==> src/rtl/rh_port_pkg.sv <==
package rh_port_pkg;
  // command positions on write
  localparam int unsigned W_CLR_EN  = 0;
  localparam int unsigned W_SET_EN  = 1;
  localparam int unsigned W_SET_SU  = 2;
  localparam int unsigned W_CLR_SU  = 3;
  localparam int unsigned W_SET_RS  = 4;
  localparam int unsigned W_PWR_ON  = 8;
  localparam int unsigned W_PWR_OFF = 9;
  // status positions on read
  localparam int unsigned R_CONN    = 0;
  localparam int unsigned R_EN      = 1;
  localparam int unsigned R_SU      = 2;
  localparam int unsigned R_OVC     = 3;
  localparam int unsigned R_RS      = 4;
  localparam int unsigned R_PWR     = 8;
  localparam int unsigned R_LS      = 9;
  // change flags
  localparam int unsigned CHG_BASE  = 16;
  localparam int unsigned NUM_CHG   = 5;
  localparam int unsigned CF_CONN   = 0;
  localparam int unsigned CF_EN     = 1;
  localparam int unsigned CF_SU     = 2;
  localparam int unsigned CF_OVC    = 3;
  localparam int unsigned CF_RS     = 4;

  typedef struct packed {
    logic               clr_en;
    logic               set_en;
    logic               set_su;
    logic               clr_su;
    logic               start_rs;
    logic               pwr_on;
    logic               pwr_off;
    logic               blocked;
    logic [NUM_CHG-1:0] chg_ack;
  } port_cmd_t;
endpackage

==> src/rtl/rh_port_sample.sv <==
module rh_port_sample (
  input  logic clk,
  input  logic rst_n,
  input  logic conn_i,
  input  logic ls_i,
  input  logic ovc_i,
  output logic conn_q,
  output logic ls_q,
  output logic ovc_q,
  output logic conn_evt,
  output logic ovc_evt
);
  always_ff @(posedge clk) begin
    if (!rst_n) begin
      conn_q <= 1'b0;
      ls_q   <= 1'b0;
      ovc_q  <= 1'b0;
    end else begin
      conn_q <= conn_i;
      ls_q   <= ls_i;
      ovc_q  <= ovc_i;
    end
  end

  assign conn_evt = conn_i ^ conn_q;
  assign ovc_evt  = ovc_i ^ ovc_q;

  p_conn_track_r2: assert property (@(posedge clk) disable iff (!rst_n)
    conn_i |=> conn_q);
endmodule

==> src/rtl/rh_port_cmd_dec.sv <==
module rh_port_cmd_dec
  import rh_port_pkg::*;
#(
  parameter int unsigned DATA_W = 32
) (
  input  logic              wr_en,
  input  logic [DATA_W-1:0] wr_data,
  input  logic              conn_q,
  output port_cmd_t         cmd
);
  localparam int unsigned CHG_TOP = CHG_BASE + NUM_CHG - 1;

  logic [DATA_W-1:0] w;
  logic              want_attach;

  assign w = wr_en ? wr_data : '0;
  assign want_attach = w[W_SET_EN] | w[W_SET_SU] | w[W_SET_RS];

  always_comb begin
    cmd          = '0;
    cmd.clr_en   = w[W_CLR_EN];
    cmd.set_en   = w[W_SET_EN] & conn_q;
    cmd.set_su   = w[W_SET_SU] & conn_q;
    cmd.clr_su   = w[W_CLR_SU];
    cmd.start_rs = w[W_SET_RS] & conn_q;
    cmd.pwr_on   = w[W_PWR_ON];
    cmd.pwr_off  = w[W_PWR_OFF];
    cmd.blocked  = want_attach & ~conn_q;
    cmd.chg_ack  = w[CHG_TOP:CHG_BASE];
  end

  logic unused_bits;
  assign unused_bits = ^{w[DATA_W-1:CHG_TOP+1], w[CHG_BASE-1:W_PWR_OFF+1], w[7:5]};
endmodule

==> src/rtl/rh_port_ctl.sv <==
module rh_port_ctl
  import rh_port_pkg::*;
(
  input  logic      clk,
  input  logic      rst_n,
  input  port_cmd_t cmd,
  input  logic      ovc_i,
  input  logic      done_i,
  output logic      en_q,
  output logic      su_q,
  output logic      rs_q,
  output logic      pw_q,
  output logic      en_lost,
  output logic      su_left,
  output logic      rs_fin
);
  assign rs_fin  = done_i & rs_q;
  assign en_lost = ovc_i & en_q;
  assign su_left = cmd.clr_su & su_q;

  always_ff @(posedge clk) begin
    if (!rst_n) begin
      en_q <= 1'b0;
      su_q <= 1'b0;
      rs_q <= 1'b0;
      pw_q <= 1'b0;
    end else begin
      // enable: over-current, then software clear, then sets
      if (ovc_i || cmd.clr_en) en_q <= 1'b0;
      else if (cmd.set_en || rs_fin) en_q <= 1'b1;
      // suspend: clear wins
      if (cmd.clr_su) su_q <= 1'b0;
      else if (cmd.set_su) su_q <= 1'b1;
      // reset: completion wins over a new start
      if (rs_fin) rs_q <= 1'b0;
      else if (cmd.start_rs) rs_q <= 1'b1;
      // power: off wins
      if (cmd.pwr_off) pw_q <= 1'b0;
      else if (cmd.pwr_on) pw_q <= 1'b1;
    end
  end

  p_ovc_clears_en_r9: assert property (@(posedge clk) disable iff (!rst_n)
    ovc_i |=> !en_q);
  p_rst_done_r5: assert property (@(posedge clk) disable iff (!rst_n)
    (rs_q && done_i && !ovc_i && !cmd.clr_en) |=> (en_q && !rs_q));
  p_pwr_off_r6: assert property (@(posedge clk) disable iff (!rst_n)
    cmd.pwr_off |=> !pw_q);
  p_su_clear_r4: assert property (@(posedge clk) disable iff (!rst_n)
    cmd.clr_su |=> !su_q);
endmodule

==> src/rtl/rh_port_chg.sv <==
module rh_port_chg #(
  parameter int unsigned N = 5
) (
  input  logic         clk,
  input  logic         rst_n,
  input  logic [N-1:0] evt,
  input  logic [N-1:0] ack,
  output logic [N-1:0] flag
);
  for (genvar i = 0; i < N; i++) begin : g_flag
    always_ff @(posedge clk) begin
      if (!rst_n)      flag[i] <= 1'b0;
      else if (evt[i]) flag[i] <= 1'b1;
      else if (ack[i]) flag[i] <= 1'b0;
    end

    p_evt_wins_r11: assert property (@(posedge clk) disable iff (!rst_n)
      evt[i] |=> flag[i]);
    p_hold_r11: assert property (@(posedge clk) disable iff (!rst_n)
      (!evt[i] && !ack[i]) |=> $stable(flag[i]));
  end
endmodule

==> src/rtl/rh_port_status_reg.sv <==
module rh_port_status_reg
  import rh_port_pkg::*;
#(
  parameter int unsigned DATA_W = 32
) (
  input  logic              clk,
  input  logic              rst_n,
  input  logic              wr_en,
  input  logic [DATA_W-1:0] wr_data,
  output logic [DATA_W-1:0] rd_data,
  input  logic              dev_conn_i,
  input  logic              dev_lowspd_i,
  input  logic              ovc_i,
  input  logic              rst_done_i,
  output logic              port_en_o,
  output logic              port_susp_o,
  output logic              port_rst_o,
  output logic              port_pwr_o
);
  localparam int unsigned MIN_W = CHG_BASE + NUM_CHG;

  logic              conn_q, ls_q, ovc_q, conn_evt, ovc_evt;
  logic              en_lost, su_left, rs_fin;
  logic [NUM_CHG-1:0] chg_evt, chg_flag;
  port_cmd_t         cmd;

  rh_port_sample u_smp (
    .clk(clk), .rst_n(rst_n),
    .conn_i(dev_conn_i), .ls_i(dev_lowspd_i), .ovc_i(ovc_i),
    .conn_q(conn_q), .ls_q(ls_q), .ovc_q(ovc_q),
    .conn_evt(conn_evt), .ovc_evt(ovc_evt)
  );

  rh_port_cmd_dec #(.DATA_W(DATA_W)) u_dec (
    .wr_en(wr_en), .wr_data(wr_data), .conn_q(conn_q), .cmd(cmd)
  );

  rh_port_ctl u_ctl (
    .clk(clk), .rst_n(rst_n), .cmd(cmd),
    .ovc_i(ovc_i), .done_i(rst_done_i),
    .en_q(port_en_o), .su_q(port_susp_o), .rs_q(port_rst_o), .pw_q(port_pwr_o),
    .en_lost(en_lost), .su_left(su_left), .rs_fin(rs_fin)
  );

  always_comb begin
    chg_evt          = '0;
    chg_evt[CF_CONN] = conn_evt | cmd.blocked;
    chg_evt[CF_EN]   = en_lost;
    chg_evt[CF_SU]   = su_left;
    chg_evt[CF_OVC]  = ovc_evt;
    chg_evt[CF_RS]   = rs_fin;
  end

  rh_port_chg #(.N(NUM_CHG)) u_chg (
    .clk(clk), .rst_n(rst_n), .evt(chg_evt), .ack(cmd.chg_ack), .flag(chg_flag)
  );

  always_comb begin
    rd_data                              = '0;
    rd_data[R_CONN]                      = conn_q;
    rd_data[R_EN]                        = port_en_o;
    rd_data[R_SU]                        = port_susp_o;
    rd_data[R_OVC]                       = ovc_q;
    rd_data[R_RS]                        = port_rst_o;
    rd_data[R_PWR]                       = port_pwr_o;
    rd_data[R_LS]                        = ls_q;
    rd_data[CHG_BASE +: NUM_CHG]         = chg_flag;
  end

  initial begin
    if (DATA_W < MIN_W) $error("DATA_W too narrow for change flags");
  end

  p_no_attach_rst_r8: assert property (@(posedge clk) disable iff (!rst_n)
    (wr_en && wr_data[W_SET_RS] && !rd_data[R_CONN] && !port_rst_o) |=> !port_rst_o);
  p_no_attach_flag_r8: assert property (@(posedge clk) disable iff (!rst_n)
    (wr_en && wr_data[W_SET_EN] && !rd_data[R_CONN]) |=> rd_data[CHG_BASE+CF_CONN]);
  p_rst_flag_r5: assert property (@(posedge clk) disable iff (!rst_n)
    (port_rst_o && rst_done_i) |=> rd_data[CHG_BASE+CF_RS]);
endmodule

==> config.mk <==
export PLATFORM = sky130hd
export DESIGN_NAME = rh_port_status_reg
export DESIGN_NICKNAME = d
export VERILOG_FILES = /design/src/rtl/rh_port_pkg.sv /design/src/rtl/rh_port_sample.sv /design/src/rtl/rh_port_cmd_dec.sv /design/src/rtl/rh_port_ctl.sv /design/src/rtl/rh_port_chg.sv /design/src/rtl/rh_port_status_reg.sv
export SDC_FILE = /design/constraint.sdc
export NUM_CORES = 1
export LEC_CHECK = 0
export ABC_AREA = 1
export BUFFER_PORTS_ARGS = -buffer_cell sky130_fd_sc_hd__buf_4
export CAP_MARGIN = 40
export CORE_MARGIN = 4
export CORE_UTILIZATION = 36
export DETAILED_ROUTE_END_ITERATION = 6
export PLACE_DENSITY = 0.83
export SYNTH_ARGS = -nofsm -noshare
export SYNTH_HDL_FRONTEND = slang
export SYNTH_SLANG_ARGS = --single-unit
export TNS_END_PERCENT = 100
==> constraint.sdc <==
create_clock -name clk -period 1.7 [get_ports clk]
set_input_delay 0.255 -clock clk [delete_from_list [all_inputs] [get_ports clk]]
set_output_delay 0.255 -clock clk [all_outputs]
set_load 0.02 [all_outputs]
==> implementation parameters <==
Parameter                              Value

Global routing
  Largest net degree at the start of global routing ... 14
  Met1 Track Usage GR ... 9.74%
  Global-route track usage on met2 ... 16.1%
  Via count of the first global-routing pass ... 465
  Met3 usage in global routing ... 6.88%
  GRT Util Overall ... 9.74%
  Global route overflow ... 0
  Most heavily used metal layer in global routing ... met2
  Initial antenna violation count ... 0
  Wire length of the first global-routing pass ... 1.88 mm

Setup path
  Crit-path leading delay family ... flip-flops
  Peak fanout along the critical path ... 4
  Worst R2R Setup Slack ... 0.90 ns
  Worst setup path class ... flip-flop to primary output
  Slowest cell delay on critical path ... 0.39 ns
  RR Startpoint ... u_smp.conn_q
  Sort of element at the start of the critical path ... flip-flop
  Max stage delay cell, worst path ... sky130_fd_sc_hd__dfxtp_1
  Required time worst endpoint ... 1.44 ns
  Sort of element at the end of the critical path ... primary output
  Sum of buffers and inverters on the critical path ... 1
  Cells traversed along the worst timing path ... buf_4
  Depth of the worst register-to-register path ... 3
  Crit Reg-Reg Endpoint ... u_ctl.rs_q
  Arrival time reported for the critical path endpoint ... 0.82 ns

Synthesis
  Biggest area contributors in the synthesized netlist ... sky130_fd_sc_hd__dfxtp_1 35%, sky130_fd_sc_hd__buf_4 30%, sky130_fd_sc_hd__nand2_1 11%
  Mapped cell area ... 696 um^2
  Count of yosys warnings during synthesis ... 0
  Yosys top cell by area ... sky130_fd_sc_hd__dfxtp_1
  Sequential share of the synthesized area ... 34.5%
  Share of the synthesized area in the top cell type ... 34.5%
  Syn Inst Count ... 90
  Average instance area after synthesis ... 7.73 um^2
  Unique masters post-synth ... 17
  Yosys reg bits ... 12

CTS
  Setup bufs post-CTS ... 0
  Cts bufs inserted ... 3
  Clock latency on the worst-skew pair ... 0.27 ns
  Clock Sinks ... 12
  Hold buffers post-CTS ... 0
  Post-cts resize count ... 0
  TritonCTS clock tree ... yes
  Worst-path clk slew ... 0.08 ns
  Clock root buffer ... sky130_fd_sc_hd__clkbuf_4
  Maximum level of the CTS H-tree ... 1
  Number of buffers on the longest clock path ... 2

Route
  Number of detailed-routing iterations run before antenna repair ... 4
  Average wire per cell in the routed design ... 9.34 um
  Number of vias per cell ... 3.92
  Count of antenna-violating nets left after detailed routing ... 0
  Drt drc ... 0
  Vias after detailed routing ... 560
  Total detailed-routing wirelength ... 1.34 mm
  Iteration-0 DRC Markers ... 9

Timing
  Min Clock Period, post-route ... 1.08 ns
  Total of endpoints with negative setup slack in the final report ... 0
  Post-route clock skew ... 0.00544 ns
  Final count of pins violating max slew ... 0
  Accumulated negative setup slack ... 0 ns
  Portion of the clock cycle consumed by the worst path in the final layout ... 63.4%
  RSZ-0062 raised after global routing ... false
  Final Hold Violating Endpoints ... 0
  Fmax achieved ... 927 MHz

Layout
  Synthesis-to-layout area growth ... 24.8%
  Final cell count without fillers ... 143
  Fraction of final layout cells sized beyond drive strength 1 ... 35.6%
  Number of fill cells ... 191
  Number of antenna cells inserted ... 0
  Area of all placed cells without fillers ... 868 um^2
  Final #Nets ... 158

Job
  Max-cap violation count ... 0

Placement
  Number of I/O port buffers ... 34
  HPWL reported at the end of detailed placement ... 1.14 mm
  Instance area at placement ... 832 um^2
  Routability congestion estimate ... 0.742
  Cell count after placement ... 139

Hold path
  Hold Path Origin ... wr_data[9]
  Endpoint of the worst hold-timing path ... u_ctl.pw_q
  Count of cells along the worst hold path ... 2
  Path category of the worst min-delay check ... input port to flip-flop

Floorplanning
  Die Height ... 52.0 um
  Initial core utilization ... 39.0%
  Floorplan row count ... 15
  Die Footprint ... 2700 um^2
  IO Count ... 75
  Core outline area ... 1780 um^2
  Chip Width ... 52.0 um

Status
  Result of the run ... finished, final reports clean

Power and ir drop
  Worst IR Drop VDD ... 0.518 mV
  Leakage power summed over all cells ... 0.474 nW
  Power density normalized to cell area ... 785 nW/um^2
## cells in the mapped netlist
cell,number
sky130_fd_sc_hd__a211oi_1,1
sky130_fd_sc_hd__a21oi_1,2
sky130_fd_sc_hd__a21oi_2,3
sky130_fd_sc_hd__a31oi_1,1
sky130_fd_sc_hd__buf_4,28
sky130_fd_sc_hd__buf_6,1
sky130_fd_sc_hd__clkinv_1,1
sky130_fd_sc_hd__conb_1,1
sky130_fd_sc_hd__dfxtp_1,12
sky130_fd_sc_hd__inv_1,7
sky130_fd_sc_hd__nand2_1,20
sky130_fd_sc_hd__nand2_2,1
sky130_fd_sc_hd__nand3_1,4
sky130_fd_sc_hd__nor2_1,3
sky130_fd_sc_hd__o211a_1,1
sky130_fd_sc_hd__o21ai_0,2
sky130_fd_sc_hd__xnor2_1,2
## final cells by class
type                       instances  area, um^2  area share [%]
multi-input combinational         60         275            31.7
timing repair buffer              34         255            29.4
inverter                           8        30.0            3.46
sequential                        12         240            27.7
clock buffer                       4        36.3            4.18
tap                               25        31.3            3.60
## placed cells by master (no fill, tap or decap)
master,Yosys,layout
sky130_fd_sc_hd__a31oi_1,1,1
sky130_fd_sc_hd__nand3_1,4,4
sky130_fd_sc_hd__clkinv_1,1,1
sky130_fd_sc_hd__a21oi_2,3,3
sky130_fd_sc_hd__clkbuf_8,0,1
sky130_fd_sc_hd__nand2_1,20,20
sky130_fd_sc_hd__xnor2_1,2,2
sky130_fd_sc_hd__dfxtp_1,12,12
sky130_fd_sc_hd__buf_4,28,34
sky130_fd_sc_hd__inv_1,7,7
sky130_fd_sc_hd__a21oi_1,2,2
sky130_fd_sc_hd__a211oi_1,1,1
sky130_fd_sc_hd__clkbuf_4,0,3
sky130_fd_sc_hd__nand2_2,1,1
sky130_fd_sc_hd__nor2_1,3,3
sky130_fd_sc_hd__conb_1,1,20
sky130_fd_sc_hd__o21ai_0,2,2
sky130_fd_sc_hd__o211a_1,1,1
## report_power, final
part / switching (mW) / internal [mW]
logic: 0.0958 / 0.0604
registers: 0.00827 / 0.293
clock network: 0.0931 / 0.130
## registers in the layout, summed over array words and instances (netlist names)
name          cells
u_ctl.su_q        1
u_ctl.rs_q        1
u_smp.ls_q        1
u_chg.flag        5
u_smp.ovc_q       1
u_smp.conn_q      1
u_ctl.pw_q        1
u_ctl.en_q        1
## stage by stage
| step | setup slack, ns | utilization [%] | power (mW) | hold slack, ns |
|---|---|---|---|---|
| floorplan | 0.807 | - | 0.448 | 0.348 |
| global placement | 0.809 | 46.7 | 0.462 | 0.439 |
| detailed placement | 0.783 | 46.7 | 0.465 | 0.441 |
| CTS | 0.606 | 48.7 | 0.694 | 0.145 |
| global route | 0.570 | 48.7 | 0.721 | 0.147 |
| finish | 0.621 | 48.7 | 0.681 | 0.156 |
## worst max path at each step
stage                      start            end  depth (start not counted)
finish              u_smp.conn_q     rd_data[0]                          1
global route          u_ctl.su_q    port_susp_o                          1
CTS                 u_smp.conn_q     rd_data[0]                          1
detailed placement         wr_en  u_chg.flag[0]                          7
global placement           wr_en  u_chg.flag[0]                          7
floorplan             u_ctl.rs_q     rd_data[4]                          1
## metal layers
layer / up-vias / part of all wire [%]
met2: 32 / 51
met3: 2 / 14
met5: - / 0
met4: 0 / 0.52
met1: 241 / 35
li1: 285 / -
## worst register-to-register path: cells and delay by family, from the launching register on
family	cells	cell delay, ns
DFF	1	0.34
AOI/OAI and AO/OA	1	0.19
buffers and inverters	1	0.10
and+or+nand+nor	1	0.06
## logic make-up (layout without fill, tap and decap cells)
| family | after synthesis | count (layout) | synth area share (%) |
|---|---|---|---|
| AOI/OAI and AO/OA | 10 | 10 | 10.1 |
| other | 1 | 20 | 0.539 |
| buffers and inverters | 37 | 46 | 36.2 |
| DFF | 12 | 12 | 34.5 |
| xor gates and xnor gates | 2 | 2 | 2.52 |
| and+or+nand+nor | 28 | 28 | 16.2 |
No activity file was read; power rests on OpenSTA's default activity.
